===== config.mk =====
export PLATFORM = sky130hd
export DESIGN_NAME = rpc_restart_capture
export DESIGN_NICKNAME = d
export VERILOG_FILES = /design/src/rtl/rpc_pkg.sv /design/src/rtl/rpc_pair_calc.sv /design/src/rtl/rpc_save_reg.sv /design/src/rtl/rpc_restart_capture.sv
export SDC_FILE = /design/constraint.sdc
export NUM_CORES = 1
export LEC_CHECK = 0
export BUFFER_PORTS_ARGS = -buffer_cell sky130_fd_sc_hd__buf_2
export CAP_MARGIN = 20
export CORE_MARGIN = 2
export CORE_UTILIZATION = 50
export CTS_CLUSTER_DIAMETER = 40
export DETAILED_ROUTE_END_ITERATION = 12
export HOLD_SLACK_MARGIN = 0.15
export PLACE_DENSITY = 0.92
export SLEW_MARGIN = 40
export SYNTH_ARGS = -nofsm -noshare
export SYNTH_HDL_FRONTEND = slang
export SYNTH_SLANG_ARGS = --single-unit

===== constraint.sdc =====
create_clock -name clk -period 3.1 [get_ports clk]
set_input_delay 0.155 -clock clk [delete_from_list [all_inputs] [get_ports clk]]
set_output_delay 0.155 -clock clk [all_outputs]
set_load 0.01 [all_outputs]

===== src/rtl/rpc_pkg.sv =====
package rpc_pkg;

    typedef enum logic [1:0] {
        ACT_IDLE    = 2'd0,
        ACT_CAPTURE = 2'd1,
        ACT_DOUBLE  = 2'd2,
        ACT_RELEASE = 2'd3
    } rpc_act_e;

    // The return strobe is applied before a simultaneous exception.
    function automatic rpc_act_e rpc_decide(input logic exc, input logic ret,
                                            input logic live);
        rpc_act_e act;
        if (exc && (!live || ret))
            act = ACT_CAPTURE;
        else if (exc)
            act = ACT_DOUBLE;
        else if (ret)
            act = ACT_RELEASE;
        else
            act = ACT_IDLE;
        return act;
    endfunction

endpackage


===== src/rtl/rpc_pair_calc.sv =====
module rpc_pair_calc #(
    parameter int PC_W        = 32,
    parameter int INSTR_BYTES = 4
) (
    input  logic [PC_W-1:0] point_pc,
    input  logic            in_slot,
    input  logic            br_taken,
    input  logic [PC_W-1:0] br_target,
    output logic [PC_W-1:0] first_pc,
    output logic [PC_W-1:0] second_pc
);
    localparam logic [PC_W-1:0] STEP = PC_W'(INSTR_BYTES);

    logic [PC_W-1:0] seq_pc;

    always_comb begin
        seq_pc   = point_pc + STEP;
        first_pc = point_pc;
        // Only a taken branch's delay slot redirects the follower.
        if (in_slot && br_taken)
            second_pc = br_target;
        else
            second_pc = seq_pc;
    end
endmodule


===== src/rtl/rpc_save_reg.sv =====
module rpc_save_reg
    import rpc_pkg::*;
#(
    parameter int PC_W = 32
) (
    input  logic            clk,
    input  logic            rst,
    input  logic            exc,
    input  logic            ret,
    input  logic [PC_W-1:0] new_pc0,
    input  logic [PC_W-1:0] new_pc1,
    output logic [PC_W-1:0] pc0,
    output logic [PC_W-1:0] pc1,
    output logic            live,
    output logic            dfault
);
    rpc_act_e act;

    always_comb act = rpc_decide(exc, ret, live);

    always_ff @(posedge clk) begin
        if (rst) begin
            pc0    <= '0;
            pc1    <= '0;
            live   <= 1'b0;
            dfault <= 1'b0;
        end else begin
            dfault <= (act == ACT_DOUBLE);
            unique case (act)
                ACT_CAPTURE: begin
                    pc0  <= new_pc0;
                    pc1  <= new_pc1;
                    live <= 1'b1;
                end
                ACT_RELEASE: live <= 1'b0;
                default: ;
            endcase
        end
    end

    AST_HOLD_PAIR: assert property (@(posedge clk) disable iff (rst)
        (!exc && !ret) |=> ($stable(pc0) && $stable(pc1) && $stable(live)));
    AST_RET_CLEARS: assert property (@(posedge clk) disable iff (rst)
        (ret && !exc) |=> (!live && $stable(pc0) && $stable(pc1)));
    AST_DOUBLE_KEEPS: assert property (@(posedge clk) disable iff (rst)
        (exc && live && !ret) |=> (dfault && live && $stable(pc0) && $stable(pc1)));
    AST_SAME_CYCLE: assert property (@(posedge clk) disable iff (rst)
        (exc && ret) |=> (live && !dfault));
    AST_NO_SPURIOUS_DF: assert property (@(posedge clk) disable iff (rst)
        !exc |=> !dfault);
endmodule


===== src/rtl/rpc_restart_capture.sv =====
module rpc_restart_capture #(
    parameter int PC_W        = 32,
    parameter int INSTR_BYTES = 4
) (
    input  logic            clk,
    input  logic            rst,
    input  logic            exc_take,
    input  logic            ret_take,
    input  logic [PC_W-1:0] point_pc,
    input  logic            point_in_slot,
    input  logic            slot_br_taken,
    input  logic [PC_W-1:0] slot_br_target,
    output logic [PC_W-1:0] restart_pc0,
    output logic [PC_W-1:0] restart_pc1,
    output logic            pair_valid,
    output logic            double_fault
);
    logic [PC_W-1:0] cand_pc0;
    logic [PC_W-1:0] cand_pc1;

    rpc_pair_calc #(.PC_W(PC_W), .INSTR_BYTES(INSTR_BYTES)) u_calc (
        .point_pc  (point_pc),
        .in_slot   (point_in_slot),
        .br_taken  (slot_br_taken),
        .br_target (slot_br_target),
        .first_pc  (cand_pc0),
        .second_pc (cand_pc1)
    );

    rpc_save_reg #(.PC_W(PC_W)) u_save (
        .clk     (clk),
        .rst     (rst),
        .exc     (exc_take),
        .ret     (ret_take),
        .new_pc0 (cand_pc0),
        .new_pc1 (cand_pc1),
        .pc0     (restart_pc0),
        .pc1     (restart_pc1),
        .live    (pair_valid),
        .dfault  (double_fault)
    );

    AST_FIRST_IS_POINT: assert property (@(posedge clk) disable iff (rst)
        (exc_take && (!pair_valid || ret_take)) |=>
            (pair_valid && restart_pc0 == $past(point_pc)));
    AST_TAKEN_SLOT: assert property (@(posedge clk) disable iff (rst)
        (exc_take && (!pair_valid || ret_take) && point_in_slot && slot_br_taken) |=>
            (restart_pc1 == $past(slot_br_target)));
    AST_SEQ_FOLLOW: assert property (@(posedge clk) disable iff (rst)
        (exc_take && (!pair_valid || ret_take) && !(point_in_slot && slot_br_taken)) |=>
            (restart_pc1 == $past(point_pc) + PC_W'(INSTR_BYTES)));
endmodule


==> results by stage, run 1 <==
Synth:
- The flip-flop and latch count after synthesis is 66.
- The sequential cell area fraction in the yosys report is 41.9%.
- The synthesized design spends more area on one cell type than any other, namely dfxtp_1.
- The compound-cell area share of the yosys netlist is 17.0%.
- The portion of synthesized cell area occupied by the leading cell type is 41.9%.
- The predominant post-synthesis flop cell is dfxtp_1.
- Sorting the synthesized cells by area gives the leading types as dfxtp_1, nand2_1, a21oi_1, xnor2_1, and3_1.
- For this run, the number of Yosys warnings is 0.
- The average instance area after synthesis is 8.04 µm².
- Counting flops with a built-in enable in the synthesized netlist gives 0.
- The simple-gate share of the synthesized area is 27.9%.
- The post-synthesis adder-cell area fraction is 0.397%.
- The area of the mapped netlist is 3150 µm².
- The parity-gate share of the synthesized area counting xor and xnor cells is 7.78%.
- The fraction of registers with async set or reset after synthesis is 0%.
- The largest family of logic cells by synthesized area is simple AND/OR/NAND/NOR gates.
- The number of nets in the synthesized netlist is 463.
- The number of distinct standard cells referenced by the synthesized netlist is 41.
- The gate count after technology mapping is 392.
- The share of synthesized area spent on multiplexers is 0%.

Floorplan:
- The die extent in x is 83.4 µm.
- The die covers 6960 µm².
- The row count is 28.
- The die boundary height is 83.4 µm.
- The placeable core area is 5990 µm².
- The starting density of the core is 52.6%.
- The boundary pin count is 136.

Route:
- The routed wire length per instance is 17.8 µm.
- The violation count after the first detailed-route iteration is 406.
- Dividing the detail-routed via count by the number of cells gives 5.97.
- The number of design rule violations left after detail routing is 0.
- Before antenna repair, the detailed router went through 5 iterations.
- The detailed-route via count is 3763.
- The total wirelength of the detailed-routed design is 11200 µm.
- The detail route stage leaves a number of antenna-violating nets equal to 0.

Pwr:
- The completed layout was analyzed and its total power is 0.00200 W.
- Combinational cells account for 19.7% of the total power.
- In this run, the clock network consumes 33.5% of the power.
- Summed over all cells, the static leakage comes to 2.02 nW.
- The total power density per cell area is 456 nW/µm².
- For this design the total switching power over the nets is 0.000574 W.
- Net switching is 28.7% of the power.
- VDD sags by at most 0.311 mV.
- Registers are responsible for 46.8% of the overall power.
- The cell internal power dissipation is 0.00143 W.

Setup path:
- The launching element type of the critical path is a primary input.
- STA puts the critical path data required time at 3.35 ns.
- Traced cell by cell, the critical path runs through dlygate4sd3_1, buf_2, ha_1, and3_1, nand2_4, nor4_4, xnor2_1, a221oi_2.
- Of all nets on the critical path, the largest fanout is 6.
- The classification of the worst setup path is primary input to flop.
- The peak per-stage delay on the critical path is 0.57 ns.
- The capturing element type of the critical path is a flop.
- For the worst setup path, the data arrival time is 2.37 ns.
- The critical path contains buffers and inverters numbering 2 combined.
- The kind of cell with the highest combined delay along the critical path is simple AND/OR/NAND/NOR gates.
- The slowest stage of the critical path is the dlygate4sd3_1 cell.

STA:
- The worst setup slack after layout is 0.981 ns.
- The sum of negative setup slack is 0 ns.
- The worst hold slack after final layout is 0.180 ns.
- The setup violation total in the final timing report is 0.
- Measured against its own limit, the worst slew margin works out to 50.5%.
- Setup repair after global routing left no endpoint under its margin.
- The peak clock frequency supported by timing is 0.472 GHz.
- The final-report max-slew violation count is 0.
- The hold violation count in the final report is 0.
- The clock arrives with 0.00856 ns of skew.
- The measured slew at the worst slew-check pin is 0.741 ns.
- The worst path uses 68.3% of the clock period.
- The final critical path time including I/O delays and setup is 2.12 ns.

Clocking:
- The post-CTS clock slew at the launch and capture registers of the worst setup and hold paths is 0.07 ns.
- In this run the deepest clock path goes through 2 buffers.
- The TritonCTS buffer count is 9.
- The number of levels in the clock H-tree is 3.
- The clock insertion delay at the later pin of the skew report is 0.34 ns.
- Counting every sink on the clock net gives 66.
- The root buffer selected by CTS is clkbuf_8.
- The post-CTS setup-driven buffer insertion count is 0.
- The TritonCTS clock tree is yes.

Place:
- The post-placement worst setup slack is 1.21 ns.
- Summed over all nets, the half-perimeter wirelength after detailed placement is 6650 µm.
- The number of placed instances, taps included, is 577.
- The count of buffers added on input and output ports is 135.
- Routability-driven placement finished with a final weighted congestion of 0.836.

Global route:
- The initial antenna violation count came to 0.
- For this run, the total global-route usage over all layers was measured as 30.9%.
- Global routing finished with a remaining overflow of 0.
- The first global-routing pass estimated 17400 µm of wire.
- The maximum number of pins on one net before global-route repair is 37.
- The number of global-route vias before repair came to 3546.

Cells and area:
- The share of final-layout standard cells stronger than drive strength 1 is 31.0%.
- The commonest non-fill, non-tap cell in the layout is buf_2.
- The register area is 1320 µm².
- The count of nets after finishing is 621.
- Leaving out fill and tap cells, the most frequent cells in the layout are buf_2, nand2_1, dfxtp_1.
- The combined area of the multi-input logic cells is 1680 µm².
- The layout has 420 filler cells.
- The antenna diode count is 0.
- The synthesis-to-layout area growth is 39.1%.
- The non-filler instance count after layout is 630.

Hold path:
- The path type of the worst min-delay path is primary input to flop.

Flow run:
- The max-capacitance violation count is 0.

Run status:
- The run finished with clean final reports.
-- layer usage --
metal / vias up / GRT usage (%) / share of wire (%)
li1: 1672 / - / -
met1: 1765 / 37.0 / 39
met2: 262 / 51.5 / 46
met3: 64 / 6.86 / 9.1
met4: 0 / 17.0 / 5.1
met5: - / 0 / 0
-- worst paths after layout --
path	from	to	slack, ns	depth (start not counted)
worst max register to register	u_save.live$_SDFFE_PP0P_	u_save.pc1[30]$_SDFFE_PP0N_	1.14	5
worst max-delay path	point_pc[2]	u_save.pc1[30]$_SDFFE_PP0N_	0.98	8
worst min-delay path	point_pc[14]	u_save.pc0[14]$_SDFFE_PP0N_	0.18	3
worst min register to register	u_save.pc0[10]$_SDFFE_PP0N_	u_save.pc0[10]$_SDFFE_PP0N_	0.46	2
-- Yosys cell counts (all sizes together) (4+ instances only) --
cell type  number
nand2          87
dfxtp          66
a21oi          56
clkbuf         27
xnor2          24
nor2           23
and3           17
o22ai          16
nor3            9
nand3           8
inv             7
nand4           7
nor4            6
and4            5
o21ai           5
a211oi          4
xor2            4
-- cell families (layout without fill, tap and decap cells) --
logic type      count (synthesis)  after routing
simple gates                  168            168
fa+ha+maj                       1              1
compound gates                 92             92
xor+xnor                       28             28
buf+inv                        37            200
flops                          66             66
-- flip-flops by register name, indices dropped and copies added, names as in the netlist --
| register | flops |
|---|---|
| u_save.pc0 | 32 |
| u_save.pc1 | 32 |
| u_save.dfault | 1 |
| u_save.live | 1 |
-- metrics by stage --
| stage | util [%] | area [µm²] |
|---|---|---|
| after detailed placement | 64.0 | 3830 |
| after CTS | 73.0 | 4380 |
| after global placement | 64.0 | 3830 |
| final | 73.2 | 4390 |
| after global routing | 73.2 | 4390 |
| after floorplan | - | 3150 |
-- cell type report --
cell class,count,area share [%]
clock buffer,14,3.94
inverter,7,0.599
sequential,66,30.1
tap,75,2.14
clock inverter,2,0.228
multi-input combinational,289,38.3
timing repair buffer,177,24.7
-- power groups by stage --
stage / logic [W] / registers (W) / clock network, W
6_report: 0.000393 / 0.000937 / 0.000670
4_1_cts: 0.000373 / 0.000934 / 0.000662
3_3_place_gp: 0.000329 / 0.000950 / 0
5_1_grt: 0.000421 / 0.000942 / 0.000711
3_5_place_dp: 0.000337 / 0.000953 / 0
2_1_floorplan: 0.000155 / 0.000977 / 0
-- tightest hold or removal path: stages --
cell and delay (ns):
buf_2 0.17, nand2_1 0.08, a21oi_1 0.06
-- repair_timing --
action	in CTS	in global routing
setup endpoints to repair	0	0
gates resized for setup	0	0
hold buffers	36	1
hold endpoints to repair	38	1
(Power assumes the default switching activity.)
==> run 2, diff against run 1 <==
CORE_UTILIZATION = 43   (was 50)
PLACE_DENSITY = 0.85   (was 0.92)
clock period = 1.7 ns   (was 3.1 ns; I/O delays follow)
==> run 2 against run 1 <==
Compared with the run above:
- the flow now finishes with violations (negative setup slack)
- clock power up 73%
- count of clock-buffer cells in the layout down 2
- wire length down 2.0%
- cell area up 5.4%
- worst setup slack worse by 1.0 ns
- non-clock buffer count up 16
- sequential power up 81%
- power up 81%
- global-route usage down 4.9 points
- first-iteration DRC count up 0.49%
- via count down 2.0%
- sequential cell count unchanged
==> results by stage, run 2 (synthesis results as in run 1) <==
STA:
- The setup clock skew after layout came to 0.0108 ns (+0.00222 ns).
- The final-report max-slew violation count is 0 (unchanged).
- The relative max-transition margin came to 52.6% (+2.1 points).
- The sum of negative setup slack is -0.0503 ns (-0.0503 ns).
- The worst path uses 103% of the clock period.
- The final critical path time including I/O delays and setup is 1.75 ns.
- Setup repair after global routing could not meet its margin everywhere.
- The measured slew at the worst slew-check pin is 0.711 ns (-0.0299 ns).
- Based on the critical path, the design can be clocked at up to 0.571 GHz.
- The worst setup slack after layout was -0.0503 ns (-1.03 ns).
- The hold violation count in the final report is 0 (unchanged).
- The setup violation total in the final timing report is 1 (+1).

Clocking:
- The clock sink total is 66 (unchanged).
- The TritonCTS clock tree is yes.
- The number of levels in the clock H-tree was 3 (unchanged).
- The TritonCTS buffer count was 9 (unchanged).
- The largest buffer count on any clock path is 2 (unchanged).
- The clock insertion delay at the later pin of the skew report came to 0.33 ns (about the same).
- The post-CTS clock slew at the launch and capture registers of the worst setup and hold paths is 0.06 ns (about the same).
- In this run the clock root is driven by a clkbuf_8.

Cells and area:
- The non-filler instance count after layout is 670 (+6.3%).
- The final core utilization was 64.4% (-8.8 points).
- The number of filler instances in the final layout is 557 (+33%).
- The largest registers in the layout are u_save.pc0 x32, u_save.pc1 x32.
- The share of final-layout standard cells stronger than drive strength 1 was 31.7% (+0.71 points).
- The synthesis-to-layout area growth is 46.6%.
- The library cell used most frequently in the layout, excluding fill and tap cells, is buf_2.
- The count of nets after finishing is 638 (+2.7%).
- The antenna diode count came to 0 (unchanged).
- In the layout the commonest cells are buf_2, nand2_1, dfxtp_1.

Setup path:
- The largest fanout on the critical path was 5 (-1).
- The critical path in this run is classified as primary input to flop.
- The arrival time at the worst endpoint is 1.93 ns (-0.44 ns).
- The peak per-stage delay on the critical path is 0.56 ns (about the same).
- Traced cell by cell, the critical path runs through dlygate4sd3_1, buf_2, and4_4, nand4_4, nor3_1, xnor2_1, o22ai_1.
- The library cell contributing the largest single delay on the critical path is dlygate4sd3_1.
- The cell class contributing the biggest share of worst-path delay is simple AND/OR/NAND/NOR gates.
- The capturing element type of the critical path is a flop.
- The required time at the worst-slack endpoint came to 1.88 ns (-1.47 ns).
- The count of buffering cells on the critical path with inverters included is 2 (unchanged).
- The launching element type of the critical path is a primary input.

Global route:
- The total global-route track usage came to 26.0% (-4.9 points).
- The number of global-route vias before repair is 3454 (-2.6%).
- The maximum number of pins on one net before global-route repair was 68 (+84%).
- The global-route wire length before repair is 16200 µm (-7.1%).
- The initial antenna violation count came to 0 (unchanged).
- The remaining global-route overflow is 0 (unchanged).

Pwr:
- The switching share of power is 28.7% (about the same).
- The net switching power is 0.00104 W (+81%).
- The leakage power summed over all cells is 2.11 nW (+4.4%).
- The peak supply drop is 0.501 mV (+61%).
- The share of power burned in registers is 47.1% (+0.3 points).
- The part of the total power dissipated in the clock network is 32.0% (-1.5 points).
- The relative contribution of combinational cells to total power was 20.9% (+1.2 points).
- The total power density per cell area came to 783 nW/µm² (+72%).
- The cell internal power dissipation is 0.00258 W (+81%).

Place:
- The half-perimeter wire length after detailed placement is 6760 µm (+1.6%).
- The count of buffers from port buffering is 135 (unchanged).
- The post-placement worst setup slack is 0.0649 ns (-1.14 ns).
- The global placement routability congestion is 0.850 (+1.7%).
- The instance count after placement with tap cells included was 605 (+4.9%).

Run status:
- The run finished, with violations left.
- The checks that failed: negative setup slack.

Route:
- The total wirelength of the detailed-routed design came to 11000 µm (-2.0%).
- The via-per-instance ratio is 5.50 (-7.9%).
- The first-pass iteration count of the detailed router is 5 (unchanged).
- The routed wire length per instance is 16.4 µm (-7.8%).
- The violation count after the first detailed-route iteration is 408 (+0.49%).
- The detailed-route via count came to 3686 (-2.0%).
- The remaining antenna violation count was 0 (unchanged).
- The number of design rule violations left after detail routing is 0 (unchanged).

Floorplan:
- The die area is 8030 µm² (+15%).
- The placeable core area was 7180 µm² (+20%).
- The die extent in x came to 89.6 µm (+7.5%).
- The starting density of the core was 43.9% (-8.7 points).
- The die boundary height came to 89.6 µm (+7.5%).
- The boundary pin count came to 136 (unchanged).
- The row count is 31 (+11%).

Hold path:
- The path class of the tightest hold or removal check is primary input to flop.

Flow run:
- The max-capacitance violation count came to 0 (unchanged).
-- run 2: power groups by stage --
stage	logic, W	clock network, W	registers (W)
floorplan	0.000284	0	0.00178
global placement	0.000620	0	0.00173
detailed placement	0.000632	0	0.00173
CTS	0.000719	0.00117	0.00170
global route	0.000819	0.00124	0.00171
finish	0.000756	0.00116	0.00170
-- run 2: through the flow --
stage	power, W	hold slack [ns]	instance area [µm²]
5_1_grt	0.00377	0.176	4620
6_report	0.00362	0.163	4620
2_1_floorplan	0.00207	0.221	3150
3_3_place_gp	0.00235	0.339	3910
4_1_cts	0.00359	0.151	4560
3_5_place_dp	0.00237	0.345	3910
-- run 2: worst paths after layout --
path         depth (start not counted)  slack (ns)                  startpoint                     endpoint
max                                  7       -0.05                point_pc[16]  u_save.pc1[25]$_SDFFE_PP0N_
min reg2reg                          2        0.46  u_save.pc1[7]$_SDFFE_PP0N_   u_save.pc1[7]$_SDFFE_PP0N_
max reg2reg                          4        0.18    u_save.live$_SDFFE_PP0P_  u_save.pc1[20]$_SDFFE_PP0N_
min                                  3        0.16                point_pc[11]  u_save.pc1[11]$_SDFFE_PP0N_
-- run 2: cell type report --
class / count / area, µm² / share of cell area (%)
multi-input combinational: 290 / 1720 / 37.3
inverter: 7 / 26.3 / 0.568
clock inverter: 3 / 15.0 / 0.325
tap: 99 / 124 / 2.68
sequential: 66 / 1320 / 28.6
timing repair buffer: 193 / 1260 / 27.2
clock buffer: 12 / 155 / 3.36
-- run 2: metal layers --
metal | routed length [µm] | track usage [%]
met5 | 0 | 0
met2 | 5210 | 42.0
met1 | 4520 | 32.8
met4 | 497 | 14.1
met3 | 737 | 4.75
-- run 2: what timing repair did --
action                                  4_1_cts  5_1_grt
endpoints found under the hold margin        57        0
endpoints found under the setup margin        0       18
buffers inserted                              0        1
hold buffers                                 48        0
resized for setup                             0       12
-- run 2: worst register-to-register path: stages (launching register included) --
cell	delay (ns)
dfxtp_1	0.31
nand2b_1	0.14
nand2_2	0.12
or3_1	0.61
o22ai_1	0.25
==> run 3, diff against run 2 <==
SKIP_CTS_REPAIR_TIMING = 1   (was not set)
==> run 3 against run 2 <==
Compared with the run above:
- the flow now finishes without violations
- power is 1.2% lower
- first-iteration DRC count is 23% lower
- non-clock buffer count is 7 lower
- core utilization is 1.7 points lower
- maximum frequency is 13% higher
- critical path type is now flop to flop
==> results by stage, run 3 (synthesis results as in run 1) <==
Run status:
- The run finished with clean final reports.

STA:
- The relative max-transition margin is 53.0% (+0.44 points).
- The final critical-path share of the clock period came to 91.0% (-12 points).
- The final-report max-slew violation count is 0 (unchanged).
- Setup repair after global routing left no endpoint under its margin.
- The final critical path time including I/O delays and setup is 1.55 ns (-0.203 ns).
- The peak clock frequency supported by timing is 0.646 GHz (+13%).
- The setup clock skew after layout is 0.00774 ns (-0.00304 ns).
- The sum of negative setup slack is 0 ns (+0.0503 ns).
- The worst hold slack after final layout was 0.130 ns (-0.0332 ns).
- The hold violation count in the final report is 0 (unchanged).
- The measured slew at the worst slew-check pin came to 0.705 ns (-0.00658 ns).
- The setup violation total in the final timing report is 0 (-1).

Place:
- The count of buffers from port buffering is 135 (unchanged).
- The half-perimeter wire length after detailed placement is 6760 µm (unchanged).
- The global placement routability congestion is 0.850 (unchanged).
- The instance count after placement with tap cells included is 605 (unchanged).

Route:
- The number of design rule violations left after detail routing was 0 (unchanged).
- The remaining antenna violation count is 0 (unchanged).
- The total wirelength of the detailed-routed design is 10300 µm (-5.8%).
- The first-pass iteration count of the detailed router came to 6 (+1).
- The via-per-instance ratio is 5.41 (-1.6%).
- The routed wire length per instance is 15.6 µm (-4.7%).
- The violation count after the first detailed-route iteration is 315 (-23%).
- The detailed-route via count came to 3584 (-2.8%).

Cells and area:
- The number of filler instances in the final layout is 580 (+4.1%).
- Leaving out fill and tap cells, the most frequent cell in the layout is buf_2.
- The count of nets after finishing came to 630 (-1.3%).
- The library cells used most frequently in the layout, excluding fill and tap cells, are buf_2, nand2_1, dfxtp_1.
- The register area is 1320 µm² (unchanged).
- The non-filler instance count after layout is 662 (-1.2%).
- The antenna diode count came to 0 (unchanged).
- The share of final-layout standard cells stronger than drive strength 1 is 31.3% (-0.44 points).
- The synthesis-to-layout area growth is 42.6%.
- In the final layout, the registers with the most flip-flops are u_save.pc0 x32, u_save.pc1 x32.
- The combined area of the multi-input logic cells is 1680 µm² (-2.6%).

Global route:
- The initial antenna violation count is 0 (unchanged).
- The maximum number of pins on one net before global-route repair is 68 (unchanged).
- The remaining global-route overflow is 0 (unchanged).
- The total global-route track usage is 22.8% (-3.2 points).
- The number of global-route vias before repair was 3021 (-13%).
- The global-route wire length before repair is 14300 µm (-12%).

Clocking:
- The TritonCTS buffer count is 9 (unchanged).
- The root buffer selected by CTS is clkbuf_8.
- TritonCTS built the clock tree.
- The largest buffer count on any clock path is 2 (unchanged).
- The clock insertion delay at the later pin of the skew report came to 0.33 ns (about the same).
- The number of levels in the clock H-tree is 3 (unchanged).
- The clock sink total came to 66 (unchanged).
- The post-CTS clock slew at the launch and capture registers of the worst setup and hold paths is 0.07 ns (about the same).

Flow run:
- The max-capacitance violation count was 0 (unchanged).

Floorplan:
- The row count was 31 (unchanged).
- The die area is 8030 µm² (unchanged).
- The die extent in x is 89.6 µm (unchanged).
- The placeable core area was 7180 µm² (unchanged).
- The boundary pin count was 136 (unchanged).
- The starting density of the core was 43.9% (unchanged).
- The die boundary height is 89.6 µm (unchanged).

Hold path:
- In this run the most critical hold path is launched from slot_br_target[18].
- The number of cells on the worst hold path is 3 (unchanged).
- For hold timing, the worst endpoint is u_save.pc1[18]$_SDFFE_PP0N_.
- The path class of the tightest hold or removal check is primary input to flop.

Setup path:
- The count of buffering cells on the critical path with inverters included is 0 (-2).
- The startpoint identified for the worst register-to-register timing path is u_save.live$_SDFFE_PP0P_.
- The flop-to-flop setup slack is 0.15 ns (-0.03 ns).
- The arrival time at the worst endpoint is 1.78 ns (-0.15 ns).
- Traced cell by cell, the critical path runs through nand2b_1, nand2_2, or3_1, o22ai_1.
- The launching element type of the critical path is a flop.
- The worst flop-to-flop path endpoint is u_save.pc1[17]$_SDFFE_PP0N_.
- The classification of the worst setup path is flop to flop.
- The peak per-stage delay on the critical path came to 0.60 ns (+0.04 ns).
- STA classifies the critical path endpoint as a flop.
- The library cell contributing the largest single delay on the critical path is or3_1.
- The required time at the worst-slack endpoint is 1.93 ns (+0.05 ns).
- The cell class contributing the biggest share of worst-path delay is simple AND/OR/NAND/NOR gates.
- The number of cells traversed by the worst register-to-register path came to 4 (unchanged).
- The largest fanout on the critical path is 16 (+11).

Pwr:
- The total power density per cell area is 795 nW/µm² (+1.6%).
- The peak supply drop is 0.504 mV (+0.45%).
- The leakage power summed over all cells is 2.06 nW (-2.1%).
run 3: layout make-up:
cell class,count,area share (%)
Multi-Input combinational cell,289,37.3
Clock inverter,3,0.334
Timing Repair Buffer,186,26.2
Clock buffer,12,3.45
Sequential cell,66,29.4
Inverter,7,0.584
Tap cell,99,2.75
run 3: through the flow:
stage | instance area, µm² | setup WS [ns] | util, % | total power (W)
4_1_cts | 4080 | 0.147 | 56.8 | 0.00350
6_report | 4500 | 0.153 | 62.7 | 0.00358
3_3_place_gp | 3910 | 0.122 | 54.4 | 0.00235
3_5_place_dp | 3910 | 0.0649 | 54.4 | 0.00237
5_1_grt | 4500 | 0.0595 | 62.7 | 0.00373
2_1_floorplan | 3150 | 0.252 | - | 0.00207
run 3: per-layer routing:
| layer | global-route usage, % | vias to the layer above | wire [µm] |
|---|---|---|---|
| met5 | 0 | - | 0 |
| met2 | 35.6 | 190 | 4920 |
| li1 | - | 1690 | - |
| met1 | 31.3 | 1663 | 4330 |
| met3 | 3.66 | 41 | 667 |
| met4 | 9.23 | 0 | 421 |
run 3: how the worst max path moves through the flow:
stage                        startpoint                          end  cells after the start
6_report       u_save.live$_SDFFE_PP0P_  u_save.pc1[17]$_SDFFE_PP0N_                      4
5_1_grt        u_save.live$_SDFFE_PP0P_  u_save.pc1[17]$_SDFFE_PP0N_                      4
4_1_cts        u_save.live$_SDFFE_PP0P_  u_save.pc1[30]$_SDFFE_PP0N_                      5
3_5_place_dp                point_pc[2]  u_save.pc1[30]$_SDFFE_PP0N_                      7
3_3_place_gp                point_pc[2]  u_save.pc1[30]$_SDFFE_PP0N_                      7
2_1_floorplan  u_save.live$_SDFFE_PP0P_  u_save.pc0[27]$_SDFFE_PP0N_                      6
run 3: power breakdown:
| group | switching, W | internal (W) | total (W) | leakage, nW |
|---|---|---|---|---|
| Sequential | 0.0000524 | 0.00165 | 0.00170 | 0.544 |
| Combinational | 0.000400 | 0.000323 | 0.000724 | 1.43 |
| Clock | 0.000555 | 0.000594 | 0.00115 | 0.0920 |
| Total | 0.00101 | 0.00257 | 0.00358 | 2.06 |
run 3: worst reg2reg max path: cells and delay by family (launching register included):
kind	cells	cell delay, ns
flops	1	0.31
compound gates	1	0.28
simple gates	3	0.85
